### config.mk
export PLATFORM = sky130hd
export DESIGN_NAME = mdu_top
export DESIGN_NICKNAME = d
export VERILOG_FILES = /design/src/rtl/mdu_pkg.sv /design/src/rtl/mdu_ctrl.sv /design/src/rtl/mdu_dp.sv /design/src/rtl/mdu_top.sv
export SDC_FILE = /design/constraint.sdc
export NUM_CORES = 2
export LEC_CHECK = 0
export ABC_AREA = 1
export BUFFER_PORTS_ARGS = -buffer_cell sky130_fd_sc_hd__buf_2
export CAP_MARGIN = 20
export CORE_MARGIN = 4
export CORE_UTILIZATION = 45
export DETAILED_ROUTE_END_ITERATION = 16
export GPL_TIMING_DRIVEN = 0
export HOLD_SLACK_MARGIN = 0.1
export PLACE_DENSITY = 0.69
export RECOVER_POWER = 25
export SLEW_MARGIN = 20
export SYNTH_ARGS = -nofsm -noshare
export SYNTH_HDL_FRONTEND = slang
export SYNTH_SLANG_ARGS = --single-unit
### constraint.sdc
create_clock -name clk -period 22.7 [get_ports clk]
set_input_delay 6.81 -clock clk [delete_from_list [all_inputs] [get_ports clk]]
set_output_delay 6.81 -clock clk [all_outputs]
set_load 0.02 [all_outputs]
### src/rtl/mdu_pkg.sv
package mdu_pkg;
  localparam logic [2:0] OP_MULS  = 3'd0;
  localparam logic [2:0] OP_MULU  = 3'd1;
  localparam logic [2:0] OP_DIVS  = 3'd2;
  localparam logic [2:0] OP_DIVU  = 3'd3;
  localparam logic [2:0] OP_SETHI = 3'd4;
  localparam logic [2:0] OP_SETLO = 3'd5;

  typedef struct packed {
    logic load;
    logic mulShort;
    logic mulLow;
    logic mulHigh;
    logic divStep;
    logic divFix;
    logic setHi;
    logic setLo;
  } ctrlStrobes_t;
endpackage

### src/rtl/mdu_ctrl.sv
module mdu_ctrl
  import mdu_pkg::*;
#(
  parameter int W = 32
) (
  input  logic         clk,
  input  logic         rstN,
  input  logic         start,
  input  logic [2:0]   op,
  input  logic         bShort,
  output ctrlStrobes_t ctl,
  output logic         busy
);
  localparam int CW = $clog2(W);

  typedef enum logic [2:0] {S_IDLE, S_MULS, S_MUL1, S_MUL2, S_DIV, S_FIX} state_t;

  state_t state, nxt;
  logic [CW-1:0] cnt;

  always_comb begin
    ctl = '0;
    nxt = state;
    unique case (state)
      S_IDLE: begin
        if (start) begin
          case (op)
            OP_MULS, OP_MULU: begin
              ctl.load = 1'b1;
              nxt = bShort ? S_MULS : S_MUL1;
            end
            OP_DIVS, OP_DIVU: begin
              ctl.load = 1'b1;
              nxt = S_DIV;
            end
            OP_SETHI: ctl.setHi = 1'b1;
            OP_SETLO: ctl.setLo = 1'b1;
            default: ;
          endcase
        end
      end
      S_MULS: begin
        ctl.mulShort = 1'b1;
        nxt = S_IDLE;
      end
      S_MUL1: begin
        ctl.mulLow = 1'b1;
        nxt = S_MUL2;
      end
      S_MUL2: begin
        ctl.mulHigh = 1'b1;
        nxt = S_IDLE;
      end
      S_DIV: begin
        ctl.divStep = 1'b1;
        if (cnt == CW'(W - 1)) nxt = S_FIX;
      end
      S_FIX: begin
        ctl.divFix = 1'b1;
        nxt = S_IDLE;
      end
      default: nxt = S_IDLE;
    endcase
  end

  always_ff @(posedge clk or negedge rstN) begin
    if (!rstN) begin
      state <= S_IDLE;
      cnt   <= '0;
    end else begin
      state <= nxt;
      if (ctl.load) cnt <= '0;
      else if (ctl.divStep) cnt <= cnt + 1'b1;
    end
  end

  assign busy = (state != S_IDLE);
endmodule

### src/rtl/mdu_dp.sv
module mdu_dp
  import mdu_pkg::*;
#(
  parameter int W = 32
) (
  input  logic         clk,
  input  logic         rstN,
  input  ctrlStrobes_t ctl,
  input  logic         signedOp,
  input  logic [W-1:0] opA,
  input  logic [W-1:0] opB,
  input  logic         rdSel,
  output logic         bShort,
  output logic [W-1:0] rdData
);
  localparam int HALF = W / 2;
  localparam int PW   = 2 * W;

  logic [W:0]    aX, bX;
  logic [PW-1:0] acc;
  logic [W-1:0]  rem, quo, dvs, hi, lo;
  logic          aNeg, bNeg, bZero;

  // operand width detection on the incoming divisor/multiplier
  always_comb begin
    if (signedOp) bShort = (opB[W-1:HALF] == {(W-HALF){opB[HALF-1]}});
    else          bShort = (opB[W-1:HALF] == '0);
  end

  logic          inANeg, inBNeg;
  logic [W-1:0]  aAbs, bAbs;
  assign inANeg = signedOp & opA[W-1];
  assign inBNeg = signedOp & opB[W-1];
  assign aAbs   = inANeg ? (~opA + 1'b1) : opA;
  assign bAbs   = inBNeg ? (~opB + 1'b1) : opB;

  // multiplier: one (W+1) x (HALF+1) signed pass per cycle
  logic [HALF:0] mOp;
  logic [PW-1:0] aExt, mExt, prodExt, highSum;
  always_comb begin
    if (ctl.mulLow)       mOp = {1'b0, bX[HALF-1:0]};
    else if (ctl.mulHigh) mOp = bX[W:HALF];
    else                  mOp = bX[HALF:0];
  end
  assign aExt    = {{(PW-W-1){aX[W]}}, aX};
  assign mExt    = {{(PW-HALF-1){mOp[HALF]}}, mOp};
  assign prodExt = aExt * mExt;
  assign highSum = acc + (prodExt << HALF);

  // restoring divide step
  logic [W:0]   remSh, diff;
  logic         take;
  logic [W-1:0] remNext, quoNext, qFinal, rFinal;
  assign remSh   = {rem, quo[W-1]};
  assign diff    = remSh - {1'b0, dvs};
  assign take    = ~diff[W];
  assign remNext = take ? diff[W-1:0] : remSh[W-1:0];
  assign quoNext = {quo[W-2:0], take};
  assign qFinal  = bZero ? '1 : ((aNeg ^ bNeg) ? (~quo + 1'b1) : quo);
  assign rFinal  = aNeg ? (~rem + 1'b1) : rem;

  always_ff @(posedge clk or negedge rstN) begin
    if (!rstN) begin
      aX <= '0; bX <= '0; acc <= '0;
      rem <= '0; quo <= '0; dvs <= '0;
      aNeg <= 1'b0; bNeg <= 1'b0; bZero <= 1'b0;
      hi <= '0; lo <= '0;
    end else begin
      if (ctl.load) begin
        aX    <= {signedOp & opA[W-1], opA};
        bX    <= {signedOp & opB[W-1], opB};
        rem   <= '0;
        quo   <= aAbs;
        dvs   <= bAbs;
        aNeg  <= inANeg;
        bNeg  <= inBNeg;
        bZero <= (opB == '0);
      end
      if (ctl.mulLow) acc <= prodExt;
      if (ctl.mulShort) begin
        hi <= prodExt[PW-1:W];
        lo <= prodExt[W-1:0];
      end
      if (ctl.mulHigh) begin
        hi <= highSum[PW-1:W];
        lo <= highSum[W-1:0];
      end
      if (ctl.divStep) begin
        rem <= remNext;
        quo <= quoNext;
      end
      if (ctl.divFix) begin
        hi <= rFinal;
        lo <= qFinal;
      end
      if (ctl.setHi) hi <= opA;
      if (ctl.setLo) lo <= opA;
    end
  end

  assign rdData = rdSel ? hi : lo;
endmodule

### src/rtl/mdu_top.sv
module mdu_top
  import mdu_pkg::*;
#(
  parameter int W = 32
) (
  input  logic         clk,
  input  logic         rstN,
  input  logic         start,
  input  logic [2:0]   op,
  input  logic [W-1:0] opA,
  input  logic [W-1:0] opB,
  input  logic         rdReq,
  input  logic         rdSel,
  output logic         busy,
  output logic         stall,
  output logic [W-1:0] rdData
);
  ctrlStrobes_t ctl;
  logic bShort;
  logic signedOp;

  assign signedOp = (op == OP_MULS) || (op == OP_DIVS);

  mdu_ctrl #(.W(W)) u_ctrl (
    .clk(clk), .rstN(rstN), .start(start), .op(op),
    .bShort(bShort), .ctl(ctl), .busy(busy)
  );

  mdu_dp #(.W(W)) u_dp (
    .clk(clk), .rstN(rstN), .ctl(ctl), .signedOp(signedOp),
    .opA(opA), .opB(opB), .rdSel(rdSel),
    .bShort(bShort), .rdData(rdData)
  );

  assign stall = rdReq & busy;
endmodule

==> flow_summary.ini <==
[timing]
finalClockSkew_ns = 0.02992
setup_viol = 0
worst_slew_pin_slew_ns = 5.045
finalSetupTns_ns = 0
maxSlewViolCount = 207
period_minus_slack_ns = 15.47
finalCritPeriodShare = 0.6816
slew_headroom = -2.364
rsz0062_at_grt = false
clock.fmax_mhz = 64.63
finalHoldViolCount = 0

[setup_path]
endpoint = u_dp.hi[25]
rr_endpoint = u_dp.hi[21]
crit_path_max_fanout = 87
path_class = in -> async
worst_ep_required_time_ns = 22.56
arrival_ns = 15.33
start_kind = primary input
setup.worst_path.start = rstN
r2r_setup_slack_ns = 10.87
setup.worst_path.end_class = asynchronous set/reset pin
reg2reg_depth = 39
reg2reg_from = u_ctrl.state[2]

[detailed_routing]
drtIter0Drc = 5172
first_pass_iters = 8
wirelength_mm = 174.2
drc = 0
via_per_inst = 5.704
dr_total_vias = 41340
antenna_left = 0
wire_per_inst_um = 24.04

[job]
maxCapViolations = 3

[floorplan]
io_pins = 106
start_util = 0.4551
die_x_um = 313.2
coreArea_sq_um = 92080
dieHeight_um = 313.2
row_count = 111
dieArea_sq_um = 98070

[global_routing]
grt_pass1_vias = 40670
grt_pass1_wl_mm = 258.0
gr-usage-met3 = 0.07273
gr-total-overflow = 0
top_usage_layer = met2
track_usage = 0.3518
grt_start_max_net_pins = 88
grt_antenna_before_repair = 8
met1_usage = 0.4668
met2_usage = 0.5556

[worst_hold_path]
hold_path_class = reg -> reg
min-delay-start = u_ctrl.cnt[3]
min_path_cells = 1

[clock_tree]
cts.htree.levels = 2
worstSkewPairLatency_ns = 0.58
post_cts_resize_count = 0
root_buffer = clkbuf_16
post_cts_buffers = 0
clk_pin_slew_ns = 0.06
cts_tree = done
cts_buffers = 38
clk_path_buf_depth = 3
cts_hold_buf = 0
cts_sinks = 284

[logic_synthesis]
synth_seq_area_share = 0.1696
synth_adder_area_share = 0.3176
synth_xor_area_frac = 0.02105
async_flop_share = 1.000
syn_inst = 5827
muxShareOfSynthArea = 0.002359
synth-simple-area-share = 0.2448
synth_area_sq_um = 41900
synth_compound_area_frac = 0.1242
syn_area_per_cell_sq_um = 7.191
synth_seq_cells = 284
synth_edf_count = 0
ys_warn_count = 0
synth_top_family_by_area = adder cells
synthDistinctLibCells = 66
netlist.area_leader.share = 0.2570
synthTopCellsByArea = fa_1, dfrtp_1, nand2_1
syn-num-nets = 6640
synth_top_area_cell = fa_1
yosys_most_used_dff = dfrtp_1

[placed_design]
hpwl_mm = 146.3
io_buffers = 104
place_congestion = 1.036

[run_status]
status = complete, but fails checks
violations = capacitance limit, slew limit

[cells_and_area]
final_nets = 6788
synthToLayoutAreaGrowth_pct = 8.172
drive_gt1_frac = 0.05968
-- cells by family after synthesis --
kind of cell / after synthesis
compound gates: 917
xor+xnor: 99
fa+ha+maj: 741
buf+inv: 1315
flops: 284
mux: 9
simple gates: 2462
-- sequential cells by signal, summed over array words and instances (netlist names) --
register / flops
u_dp.dvs: 32
u_dp.aX: 33
u_dp.quo: 32
u_ctrl.cnt: 5
u_dp.lo: 32
u_dp.acc: 50
u_dp.bZero: 1
u_dp.hi: 32
u_dp.bX: 32
u_ctrl.state: 3
u_dp.rem: 32
-- how the worst min path moves through the flow --
stage                          endpoint  slack (ns)
final                     u_ctrl.cnt[3]        0.48
after global placement    u_ctrl.cnt[3]        0.45
after CTS                 u_ctrl.cnt[3]        0.47
after detailed placement  u_ctrl.cnt[3]        0.46
after global routing         u_dp.hi[3]        0.50
after floorplan           u_ctrl.cnt[3]        0.43
-- cell type report --
class,instances,area (sq um)
diodes,5,12.51
plain buffers,196,837.1
clock buffers,48,1049
clock inverters,16,244.0
fillers,9407,46750
inverters,1119,4200
multi-input cells,4228,29760
flip-flops and latches,284,7107
well taps,1243,1555
repair buffers,108,560.5
-- layer usage --
layer / wire length (um) / vias to the layer above
met5: 20 / -
met4: 9888 / 2
met3: 18170 / 470
met2: 77050 / 2275
met1: 69120 / 20140
li1: - / 18460
-- synth_stat cells, drive strengths merged, types with 18 or more instances --
cell type / instances
xor2: 74
xnor2: 25
a31oi: 21
o221ai: 22
a22oi: 29
or2: 23
dfrtp: 284
o211ai: 40
nor3: 60
inv: 1105
o21bai: 33
nand3: 275
buf: 78
fa: 538
nand2: 1367
clkbuf: 118
nand4: 50
nor2: 650
o22ai: 26
a21oi: 272
o21ai: 421
a21o: 18
ha: 203
-- per-stage QoR --
step                      std cells  utilization  setup WS, ns  hold WS, ns  cell area [sq um]
final                          7247       0.4923         7.228       0.4760              45330
after global routing           7242       0.4921         5.519       0.4977              45320
after CTS                      7242       0.4929         7.713       0.4715              45380
after detailed placement       7178       0.4788         7.732       0.4632              44090
after global placement         7174       0.4776         7.740       0.4512              43980
after floorplan                5827            -         8.163       0.4336              41900
-- critical path: stages --
cell and delay (ns):
clkbuf_1 2.04, clkbuf_1 3.65, clkbuf_1 2.68
-- cell usage in the layout, fill, tap and decap left out, types with 14 or more instances in the layout --
cell and instances:
nor4_1 14, o21ai_1 30, nor2_1 625, ha_1 203
a22oi_1 29, clkbuf_16 38, a21o_1 18, nand2_1 1337
nor3_1 52, o21ai_0 379, inv_1 1090, clkinv_1 14
nand3_1 265, nand4_1 49, buf_1 25, inv_2 15
fa_1 538, a31oi_1 21, o21bai_1 33, or2_2 19
a21oi_1 265, xor2_1 72, buf_2 148, clkbuf_1 127
dfrtp_1 284, o211ai_1 38, xnor2_1 25, nand2_2 28
nor2_2 19, o22ai_1 26, o221ai_1 22
Power is not shown: default switching activity piles up to over one toggle a cycle in this logic, so the estimate is an artifact.
